[config.mk]
export PLATFORM = sky130hd
export DESIGN_NAME = refclk_guard
export DESIGN_NICKNAME = d
export VERILOG_FILES = /design/src/rtl/refclk_guard_pkg.sv /design/src/rtl/refclk_edge_sync.sv /design/src/rtl/refclk_health_mon.sv /design/src/rtl/refclk_path_select.sv /design/src/rtl/refclk_guard.sv
export SDC_FILE = /design/constraint.sdc
export NUM_CORES = 1
export LEC_CHECK = 0
export ABC_AREA = 1
export BUFFER_PORTS_ARGS = -buffer_cell sky130_fd_sc_hd__buf_2
export CAP_MARGIN = 20
export CORE_MARGIN = 1
export CORE_UTILIZATION = 50
export CTS_BUF_LIST = sky130_fd_sc_hd__clkbuf_4 sky130_fd_sc_hd__clkbuf_8
export DETAILED_ROUTE_END_ITERATION = 6
export GPL_ROUTABILITY_DRIVEN = 0
export GPL_TIMING_DRIVEN = 0
export PLACE_DENSITY_LB_ADDON = 0.05
export SYNTH_ARGS = -nofsm -noshare
export SYNTH_HDL_FRONTEND = slang
export SYNTH_SLANG_ARGS = --single-unit
[constraint.sdc]
create_clock -name clk -period 1.6 [get_ports clk]
set_input_delay 0.08 -clock clk [delete_from_list [all_inputs] [get_ports clk]]
set_output_delay 0.08 -clock clk [all_outputs]
set_load 0.05 [all_outputs]
[src/rtl/refclk_guard_pkg.sv]
package refclk_guard_pkg;
    typedef enum logic [1:0] {
        MON_OFF   = 2'd0,
        MON_OK    = 2'd1,
        MON_LOST  = 2'd2,
        MON_RECOV = 2'd3
    } mon_state_t;

    typedef enum logic [1:0] {
        SEL_PREF   = 2'd0,
        SEL_BACKUP = 2'd1,
        SEL_HOLD   = 2'd2
    } sel_state_t;
endpackage

[src/rtl/refclk_edge_sync.sv]
module refclk_edge_sync (
    input  logic clk,
    input  logic rst_n,
    input  logic async_in,
    output logic rise
);
    logic [2:0] shreg;

    always_ff @(posedge clk) begin
        if (!rst_n) shreg <= '0;
        else        shreg <= {shreg[1:0], async_in};
    end

    assign rise = shreg[1] & ~shreg[2];
endmodule

[src/rtl/refclk_health_mon.sv]
module refclk_health_mon
    import refclk_guard_pkg::*;
#(
    parameter int TIMEOUT     = 16,
    parameter int RECOVER_CNT = 4
) (
    input  logic clk,
    input  logic rst_n,
    input  logic en,
    input  logic rise,
    output logic healthy,
    output logic fail_evt,
    output logic recov_evt
);
    localparam int CNT_W  = (TIMEOUT > 2) ? $clog2(TIMEOUT) : 1;
    localparam int GOOD_W = (RECOVER_CNT > 1) ? $clog2(RECOVER_CNT) : 1;
    localparam logic [CNT_W-1:0]  LIMIT     = CNT_W'(TIMEOUT - 1);
    localparam logic [GOOD_W-1:0] GOOD_LAST = GOOD_W'(RECOVER_CNT - 1);

    mon_state_t        st, st_n;
    logic [CNT_W-1:0]  cnt, cnt_n;
    logic [GOOD_W-1:0] good, good_n;

    always_ff @(posedge clk) begin
        if (!rst_n) begin
            st   <= MON_OFF;
            cnt  <= '0;
            good <= '0;
        end else begin
            st   <= st_n;
            cnt  <= cnt_n;
            good <= good_n;
        end
    end

    always_comb begin
        st_n      = st;
        cnt_n     = cnt;
        good_n    = good;
        fail_evt  = 1'b0;
        recov_evt = 1'b0;
        if (!en) begin
            st_n   = MON_OFF;
            cnt_n  = '0;
            good_n = '0;
        end else begin
            unique case (st)
                MON_OFF: begin
                    st_n  = MON_OK;
                    cnt_n = '0;
                end
                MON_OK: begin
                    if (rise) begin
                        cnt_n = '0;
                    end else if (cnt == LIMIT) begin
                        st_n     = MON_LOST;
                        fail_evt = 1'b1;
                        cnt_n    = '0;
                    end else begin
                        cnt_n = cnt + CNT_W'(1);
                    end
                end
                MON_LOST: begin
                    if (rise) begin
                        st_n   = MON_RECOV;
                        cnt_n  = '0;
                        good_n = '0;
                    end
                end
                MON_RECOV: begin
                    if (rise) begin
                        cnt_n = '0;
                        if (good == GOOD_LAST) begin
                            st_n      = MON_OK;
                            recov_evt = 1'b1;
                            good_n    = '0;
                        end else begin
                            good_n = good + GOOD_W'(1);
                        end
                    end else if (cnt == LIMIT) begin
                        st_n   = MON_LOST;
                        cnt_n  = '0;
                        good_n = '0;
                    end else begin
                        cnt_n = cnt + CNT_W'(1);
                    end
                end
                default: st_n = MON_OFF;
            endcase
        end
    end

    assign healthy = (st == MON_OK);


    lost_needs_silence_chk: assert property (@(posedge clk) disable iff (!rst_n)
        ($fell(healthy) && $past(en)) |-> !$past(rise));


    healthy_from_edge_chk: assert property (@(posedge clk) disable iff (!rst_n)
        ($rose(healthy) && $past(st != MON_OFF)) |-> $past(rise));
endmodule

[src/rtl/refclk_path_select.sv]
module refclk_path_select
    import refclk_guard_pkg::*;
(
    input  logic       clk,
    input  logic       rst_n,
    input  logic [1:0] en,
    input  logic [1:0] healthy,
    input  logic       pref_sel,
    input  logic       revert_en,
    output logic       sel,
    output logic       holdover
);
    sel_state_t st, st_n;
    logic [1:0] usable;
    logic       pref_ok, alt_ok;

    always_comb begin
        usable  = en & healthy;
        pref_ok = usable[pref_sel];
        alt_ok  = usable[~pref_sel];
    end

    always_ff @(posedge clk) begin
        if (!rst_n) st <= SEL_HOLD;
        else        st <= st_n;
    end

    always_comb begin
        st_n = st;
        unique case (st)
            SEL_PREF: begin
                if (!pref_ok) st_n = alt_ok ? SEL_BACKUP : SEL_HOLD;
            end
            SEL_BACKUP: begin
                if (revert_en && pref_ok) st_n = SEL_PREF;
                else if (!alt_ok)         st_n = pref_ok ? SEL_PREF : SEL_HOLD;
            end
            SEL_HOLD: begin
                if (pref_ok)     st_n = SEL_PREF;
                else if (alt_ok) st_n = SEL_BACKUP;
            end
            default: st_n = SEL_HOLD;
        endcase
    end

    always_comb begin
        sel      = (st == SEL_BACKUP) ? ~pref_sel : pref_sel;
        holdover = (st == SEL_HOLD);
    end


    hold_when_none_chk: assert property (@(posedge clk) disable iff (!rst_n)
        $past(usable == 2'b00) |-> holdover);


    sel_was_usable_chk: assert property (@(posedge clk) disable iff (!rst_n)
        (!holdover && $stable(pref_sel)) |->
            (($past(usable) & (sel ? 2'b10 : 2'b01)) != 2'b00));
endmodule

[src/rtl/refclk_guard.sv]
module refclk_guard
    import refclk_guard_pkg::*;
#(
    parameter int TIMEOUT     = 16,
    parameter int RECOVER_CNT = 4
) (
    input  logic       clk,
    input  logic       rst_n,
    input  logic [1:0] ref_clk,
    input  logic [1:0] ref_en,
    input  logic       pref_sel,
    input  logic       revert_en,
    input  logic [1:0] status_clr,
    output logic       sel,
    output logic       holdover,
    output logic       irq,
    output logic [1:0] status
);
    localparam int NREF = 2;

    logic [NREF-1:0] rise, healthy, fail_evt, recov_evt;

    for (genvar g = 0; g < NREF; g++) begin : g_ref
        refclk_edge_sync u_sync (
            .clk      (clk),
            .rst_n    (rst_n),
            .async_in (ref_clk[g]),
            .rise     (rise[g])
        );

        refclk_health_mon #(
            .TIMEOUT     (TIMEOUT),
            .RECOVER_CNT (RECOVER_CNT)
        ) u_mon (
            .clk       (clk),
            .rst_n     (rst_n),
            .en        (ref_en[g]),
            .rise      (rise[g]),
            .healthy   (healthy[g]),
            .fail_evt  (fail_evt[g]),
            .recov_evt (recov_evt[g])
        );

        always_ff @(posedge clk) begin
            if (!rst_n)
                status[g] <= 1'b0;
            else if (fail_evt[g])
                status[g] <= 1'b1;
            else if (status_clr[g] || (revert_en && recov_evt[g]))
                status[g] <= 1'b0;
        end


        status_needs_enable_chk: assert property (@(posedge clk) disable iff (!rst_n)
            $rose(status[g]) |-> $past(ref_en[g]));


        sticky_without_revert_chk: assert property (@(posedge clk) disable iff (!rst_n)
            ($fell(status[g]) && !$past(revert_en)) |-> $past(status_clr[g]));
    end

    refclk_path_select u_select (
        .clk       (clk),
        .rst_n     (rst_n),
        .en        (ref_en),
        .healthy   (healthy),
        .pref_sel  (pref_sel),
        .revert_en (revert_en),
        .sel       (sel),
        .holdover  (holdover)
    );

    assign irq = |status;
endmodule

==> results of run 1 <==
[per-layer routing]
metal | GRT usage [%] | vias to the layer above | routed length (um)
met3 | 4.02 | 2 | 133
li1 | - | 655 | -
met4 | 10.5 | 0 | 24
met2 | 32.7 | 42 | 1170
met5 | 0 | - | 0
met1 | 27.1 | 546 | 1270
[worst paths after layout]
path                                                 end  slack, ps                startpoint
worst max-delay path                                 sel        210            u_select.st[1]
worst min-delay path                           status[0]         20             status_clr[0]
worst max register to register    g_ref[0].u_mon.good[0]        230     g_ref[0].u_mon.cnt[0]
worst min register to register  g_ref[0].u_sync.shreg[2]        430  g_ref[0].u_sync.shreg[1]
[sequential cells by signal (all words and copies together) (netlist names)]
| signal | cells |
|---|---|
| g_ref.u_mon.st | 4 |
| status | 2 |
| g_ref.u_mon.good | 4 |
| u_select.st | 2 |
| g_ref.u_sync.shreg | 6 |
| g_ref.u_mon.cnt | 8 |
[worst max-delay path, cell delays in order (launching register included)]
cell                      delay [ps]
sky130_fd_sc_hd__dfxtp_1         380
sky130_fd_sc_hd__inv_1            70
sky130_fd_sc_hd__nand2_1         130
sky130_fd_sc_hd__xor2_1          150
sky130_fd_sc_hd__buf_2           270
[through the flow]
stage	std cells	total power (uW)	hold WS, ps	setup WS [ps]
floorplan	191	910	178	198
CTS	241	1310	0.0913	191
global placement	234	963	264	310
finish	241	1290	23.8	211
detailed placement	234	971	266	261
global route	241	1380	4.38	91.6
[report_power, final]
part	internal (uW)	switching [uW]	total [uW]
logic	86.0	184	270
clock network	139	189	328
registers	673	20.0	693
total	898	393	1290
[cells by family after synthesis]
group | share of synthesized area [%]
flops | 39.2
simple gates | 36.9
compound gates | 9.61
fa+ha+maj | 3.77
xor+xnor | 1.32
buf+inv | 9.14
[what timing repair did]
action | CTS | global route
buffers inserted | 0 | 0
hold endpoints to repair | 3 | 0
hold buffers | 3 | 0
[final cells by class]
class / count / area [um2]
buffer: 2 / 12.5
clock buffer: 4 / 36.3
fill: 252 / 1000
inverter: 29 / 109
multi-input combinational: 134 / 688
sequential: 26 / 520
tap: 30 / 37.5
timing repair buffer: 16 / 95.1
[layout by cell type, fill, tap and decap left out, types with 2 or more instances in the layout]
cell	n
sky130_fd_sc_hd__a21oi_1	13
sky130_fd_sc_hd__nand2_1	46
sky130_fd_sc_hd__nor2_2	4
sky130_fd_sc_hd__dfxtp_1	26
sky130_fd_sc_hd__nor3_2	2
sky130_fd_sc_hd__xor2_1	2
sky130_fd_sc_hd__nand3_2	2
sky130_fd_sc_hd__dlygate4sd3_1	3
sky130_fd_sc_hd__inv_2	4
sky130_fd_sc_hd__nand3_1	16
sky130_fd_sc_hd__inv_1	25
sky130_fd_sc_hd__nor3_1	2
sky130_fd_sc_hd__nor2_1	20
sky130_fd_sc_hd__nand4_1	5
sky130_fd_sc_hd__clkbuf_4	3
sky130_fd_sc_hd__o21ai_0	7
sky130_fd_sc_hd__buf_2	14
sky130_fd_sc_hd__nand3b_1	3
sky130_fd_sc_hd__nand2_2	2
sky130_fd_sc_hd__ha_1	4
==> metrics.yaml, run 1 <==
clock_network:
  cts_htree_levels: 1
  numCtsBuffers: 3
  tritoncts: "built"
  cts_max_path_buffers: 2
  clk_pin_slew_worst_paths_ps: 140
  clock_sink_count: 26
  clock_insertion_delay_at_the_later_pin_of_the_skew_report_ps: 320
  clk_root_buffer_cell: "sky130_fd_sc_hd__clkbuf_4"
  postCtsResizedCells: 0
worst_hold_path:
  whs_path_depth: 3
  holdCritPathClass: "input pin to flip-flop"
global_route:
  first_global_vias: 1032
  grt_max_degree: 15
  antenna_found_initial: 0
  grt_util_all_layers_pct: 20.9
  total_gr_overflow: 0
  global_route_wire_length_before_repair_um: 4280
synthesis:
  netlist.area_leader.share_pct: 39.2
  yosys_warnings: 0
  ys_ff_latch: 26
  synth_fp_nets: 205
  post_synth.cell_area_avg_um2: 6.95
  top_post_synthesis_cells_by_area: "sky130_fd_sc_hd__dfxtp_1, sky130_fd_sc_hd__nand2_1, sky130_fd_sc_hd__inv_1, sky130_fd_sc_hd__nand3_1, sky130_fd_sc_hd__nor2_1"
  postSynth.topFlopCell: "sky130_fd_sc_hd__dfxtp_1"
  synth_most_common_cell: "sky130_fd_sc_hd__nand2_1"
  syn-cell-area_um2: 1330
  synth_cell_type_count: 25
  yosys.area.top_type: "sky130_fd_sc_hd__dfxtp_1"
  number_of_enable_type_register_cells_in_the_synthesized_netlist: 0
  leading_cell_types_by_count_after_synthesis: "sky130_fd_sc_hd__nand2_1, sky130_fd_sc_hd__dfxtp_1, sky130_fd_sc_hd__inv_1"
  cell_count_after_synthesis: 191
  synth_sequential_area_ratio_pct: 39.2
  async_reset_ff_share_pct: 0
finish:
  antenna_cells_inserted: 0
  finish.instance_area_um2: 1500
  final_net_count: 226
  area_growth_syn_to_layout_pct: 12.9
  fin_util_pct: 60.0
  layout-drive-gt1-share_pct: 16.6
placement:
  hpwlAfterDp_um: 1910
  io_buffer_count: 13
  dpl-instance-area_um2: 1430
routing:
  remaining_drc_errors: 0
  drt_first_iter_violations: 43
  first_pass_iters: 5
  via_per_inst: 5.17
  drt-total-wl_um: 2600
  post_detailed_route_wirelength_per_cell_um: 10.8
  post_detailed_route_count_of_antenna_violating_nets: 0
  detailroute.via_count: 1245
sta:
  timing.final.crit_share_pct: 86.8
  rsz0062_at_grt: "no"
  timing.final.hold_violations: 0
  worst_clock_skew_ps: 4.31
  timing.slew.headroom_pct: 78.4
  fin_setup_tns_ps: 0
  setup_viol_count_final: 0
  worst_pin_slew_ps: 322
  period_minus_ws_final_ps: 1390
  fmax_mhz: 720
  report.final.slew_viol_count: 0
critical_path:
  cells_on_worst_reg2reg_path: 7
  cp_max_fo: 3
  criticalPathCategory: "flip-flop to output port"
  cp-end-kind: "output port"
  required_ps: 1520
  startpoint_class_of_the_critical_path: "flip-flop"
  worst_ep_arrival_time_ps: 1310
die:
  boundaryPins: 15
  core_area_um2: 2500
  floorplan.initialDensity_pct: 53.1
  dieArea_um2: 2860
  die-width_um: 53.5
  row_count: 18
  floorplan.die.height_um: 53.5
pwr:
  p_per_area_nw_per_um2: 861
  p_leak_uw: 0.000670
  vdd_ir_drop_max_v: 0.000661
status:
  outcome: "completed"
run:
  timing.max_cap.violations: 0
No activity file was read; power rests on OpenSTA's default activity.
==> run 2: changes to the inputs <==
- SYNTH_HIERARCHICAL: unset -> 1
==> metrics.yaml, run 2 <==
synthesis:
  number_of_enable_type_register_cells_in_the_synthesized_netlist: 0  # unchanged
  yosys.area.top_type: "sky130_fd_sc_hd__dfxtp_1"
  synthSimpleGateAreaFrac_pct: 36.5  # -0.44 points
  yosys_warnings: 6  # +6
  post_synth.cell_area_avg_um2: 6.87  # -1.1%
  syn-cell-area_um2: 1380  # +4.1%
  postSynth.topFlopCell: "sky130_fd_sc_hd__dfxtp_1"
  cell_count_after_synthesis: 201  # +5.2%
  top_post_synthesis_cells_by_area: "sky130_fd_sc_hd__dfxtp_1, sky130_fd_sc_hd__nand2_1, sky130_fd_sc_hd__inv_1, sky130_fd_sc_hd__nand3_1, sky130_fd_sc_hd__a21oi_1"
  synth_cell_type_count: 26  # +4.0%
  synth.mux.area_fraction_pct: 0  # unchanged
  synth_sequential_area_ratio_pct: 37.7  # -1.5 points
  synth-xor-area-share_pct: 0.634  # -0.69 points
  synth_fp_nets: 215  # +4.9%
  synth_compound_gate_area_share_pct: 12.0  # +2.4 points
  ys_ff_latch: 26  # unchanged
  async_reset_ff_share_pct: 0  # unchanged
  synth_adder_area_share_pct: 3.62  # -0.15 points
  netlist.area_leader.share_pct: 37.7  # -1.5 points
  dominant_combinational_cell_family_by_area_after_synthesis: "simple AND/OR/NAND/NOR gates"
  leading_cell_types_by_count_after_synthesis: "sky130_fd_sc_hd__nand2_1, sky130_fd_sc_hd__inv_1, sky130_fd_sc_hd__dfxtp_1"
  synth_most_common_cell: "sky130_fd_sc_hd__nand2_1"
die:
  die-width_um: 54.6  # +1.9%
  row_count: 18  # unchanged
  core_area_um2: 2540  # +1.8%
  floorplan.die.height_um: 54.6  # +1.9%
  dieArea_um2: 2980  # +3.9%
  floorplan.initialDensity_pct: 54.3  # +1.2 points
  boundaryPins: 15  # unchanged
pwr:
  power.share.sequential_pct: 51.7  # -2.0 points
  sw_power_uw: 338  # -14%
  p_leak_uw: 0.000746  # +11%
  p_int_uw: 979  # +9.0%
  clkPwrFrac_pct: 34.1  # +8.7 points
  power.share.switching_pct: 25.7  # -4.8 points
  p_per_area_nw_per_um2: 843  # -2.1%
  share_of_power_burned_in_combinational_logic_pct: 14.2  # -6.7 points
  vdd_ir_drop_max_v: 0.000783  # +18%
finish:
  mostFrequentLayoutCell: "sky130_fd_sc_hd__nand2_1"
  area_growth_syn_to_layout_pct: 13.0
  reg_top3: "g_ref.u_mon/cnt x8, g_ref.u_sync/shreg x6"
  largest_reg_flops: 8  # unchanged
  final_net_count: 236  # +4.4%
  fillers: 248  # -1.6%
  antenna_cells_inserted: 0  # unchanged
  most-common-layout-cells: "sky130_fd_sc_hd__nand2_1, sky130_fd_sc_hd__inv_1, sky130_fd_sc_hd__dfxtp_1, sky130_fd_sc_hd__nand3_1, sky130_fd_sc_hd__a21oi_1"
  layout-drive-gt1-share_pct: 19.0  # +2.4 points
  registers.top_by_ff_count: "g_ref.u_mon/cnt"
routing:
  post_detailed_route_count_of_antenna_violating_nets: 0  # unchanged
  drt_first_iter_violations: 18  # -58%
  first_pass_iters: 6  # +1
  drt-total-wl_um: 2610  # +0.35%
  detailroute.via_count: 1265  # +1.6%
  via_per_inst: 5.04  # -2.4%
  post_detailed_route_wirelength_per_cell_um: 10.4  # -3.7%
  remaining_drc_errors: 0  # unchanged
clock_network:
  count_of_buffers_added_by_post_cts_timing_repair_for_setup: 0  # unchanged
  clk_root_buffer_cell: "sky130_fd_sc_hd__clkbuf_4"
  tritoncts: "built"
  cts_htree_levels: 1  # unchanged
  numCtsBuffers: 3  # unchanged
  clk_pin_slew_worst_paths_ps: 130  # about the same
  clock_insertion_delay_at_the_later_pin_of_the_skew_report_ps: 320  # about the same
  clock_sink_count: 26  # unchanged
  cts_max_path_buffers: 2  # unchanged
  postCtsResizedCells: 0  # unchanged
sta:
  fin_setup_tns_ps: 0  # unchanged
  timing.slew.headroom_pct: 77.7  # -0.71 points
  period_minus_ws_final_ps: 1430  # +45.1 ps
  fmax_mhz: 697  # -3.1%
  timing.final.hold_violations: 0  # unchanged
  report.final.slew_viol_count: 0  # unchanged
  worst_pin_slew_ps: 334  # +12.1 ps
  finalHoldWorstSlack_ps: 16.7  # -7.18 ps
  worst_clock_skew_ps: 9.67  # +5.36 ps
  rsz0062_at_grt: "no"
  setup_viol_count_final: 0  # unchanged
  timing.final.crit_share_pct: 89.6  # +2.8 points
global_route:
  global_route_wire_length_before_repair_um: 4060  # -5.1%
  grt_max_degree: 16  # +1
  first_global_vias: 1046  # +1.4%
  total_gr_overflow: 0  # unchanged
  grt_util_all_layers_pct: 19.2  # -1.7 points
  antenna_found_initial: 0  # unchanged
critical_path:
  required_ps: 1830  # +310 ps
  worst_ep_arrival_time_ps: 1660  # +350 ps
  criticalPathCategory: "flip-flop to flip-flop"
  r2r-end: "u_select/st[0]"
  cells_on_worst_reg2reg_path: 9  # +2
  r2r_slack_ps: 170  # -60 ps
  timing.critical_path.buf_inv: 1  # -1
  cp_max_fo: 4  # +1
  critPathMaxStageDelay_ps: 390  # about the same
  cp-end-kind: "flip-flop"
  startpoint_class_of_the_critical_path: "flip-flop"
  cp_top_family: "simple AND/OR/NAND/NOR gates"
  cpMaxStageDelayCell: "sky130_fd_sc_hd__dfxtp_1"
  cell_chain_critical_path: "inv_2, nor2_1, nand2_1, nand2_1, nand2_2, nand2_1, o21ai_0, nor2_1, nor2_2"
  critPathMostFrequentCell: "sky130_fd_sc_hd__nand2_1"
  critical_path.reg2reg.startpoint: "g_ref[1].u_mon/st[0]"
placement:
  hpwlAfterDp_um: 1990  # +4.6%
  io_buffer_count: 14  # +1
worst_hold_path:
  hold_path_startpoint: "status_clr[0]"
  holdPathEnd: "status[0]"
  whs_path_depth: 4  # +1
  holdCritPathClass: "input pin to flip-flop"
status:
  outcome: "completed"
run:
  timing.max_cap.violations: 0  # unchanged
==> run 2: routing by layer <==
layer | routed length, um | GRT usage [%]
met5 | 0 | 0
met4 | 39 | 7.69
met3 | 87 | 3.33
met2 | 1220 | 32.9
met1 | 1260 | 23.5
==> run 2: power groups by stage <==
| stage | logic (uW) | registers (uW) | clock network (uW) |
|---|---|---|---|
| floorplan | 140 | 693 | 0 |
| global placement | 178 | 694 | 0 |
| detailed placement | 183 | 695 | 0 |
| CTS | 187 | 681 | 463 |
| global route | 208 | 685 | 489 |
| finish | 187 | 681 | 449 |
==> run 2: kinds of logic after synthesis <==
| family | after synthesis |
|---|---|
| simple gates | 107 |
| buf+inv | 35 |
| compound gates | 28 |
| flops | 26 |
| fa+ha+maj | 4 |
| xor+xnor | 1 |
==> run 2: worst max path at each step <==
| stage | depth (start not counted) | from | slack, ps | endpoint |
|---|---|---|---|---|
| 2_1_floorplan | 3 | u_select/st[1] | 270 | sel |
| 3_3_place_gp | 9 | g_ref[1].u_mon/st[0] | 250 | u_select/st[0] |
| 3_5_place_dp | 11 | g_ref[0].u_mon/st[0] | 210 | u_select/st[0] |
| 4_1_cts | 11 | g_ref[0].u_mon/st[0] | 190 | u_select/st[0] |
| 5_1_grt | 11 | g_ref[0].u_mon/st[0] | 10 | u_select/st[0] |
| 6_report | 9 | g_ref[1].u_mon/st[0] | 170 | u_select/st[0] |
==> run 2: per-stage QoR <==
| step | setup WS [ps] | utilization [%] | std cells | power (uW) | cell area, um2 |
|---|---|---|---|---|---|
| floorplan | 274 | - | 201 | 832 | 1380 |
| global placement | 245 | 58.5 | 245 | 872 | 1490 |
| detailed placement | 210 | 58.5 | 245 | 878 | 1490 |
| CTS | 187 | 61.4 | 251 | 1330 | 1560 |
| global route | 14.8 | 61.4 | 251 | 1380 | 1560 |
| finish | 166 | 61.4 | 251 | 1320 | 1560 |
==> run 2: cell type report <==
cell class | instances | area, um2 | share of cell area, %
multi-input combinational | 140 | 729 | 46.7
sequential | 26 | 520 | 33.3
inverter | 35 | 131 | 8.41
timing repair buffer | 16 | 90.1 | 5.77
tap | 30 | 37.5 | 2.40
clock inverter | 1 | 30.0 | 1.92
clock buffer | 3 | 22.5 | 1.44
==> run 2: repair_timing <==
action                                 in CTS  in global routing
setup endpoints to repair                   0                  0
endpoints found under the hold margin       2                  0
hold buffers                                2                  0
==> run 2: worst register-to-register path, cell delays in order, from the launching register on <==
cell,delay [ps]
sky130_fd_sc_hd__dfxtp_1,390
sky130_fd_sc_hd__inv_2,90
sky130_fd_sc_hd__nor2_1,190
sky130_fd_sc_hd__nand2_1,130
sky130_fd_sc_hd__nand2_1,140
sky130_fd_sc_hd__nand2_2,90
sky130_fd_sc_hd__nand2_1,60
sky130_fd_sc_hd__o21ai_0,80
sky130_fd_sc_hd__nor2_1,140
sky130_fd_sc_hd__nor2_2,50
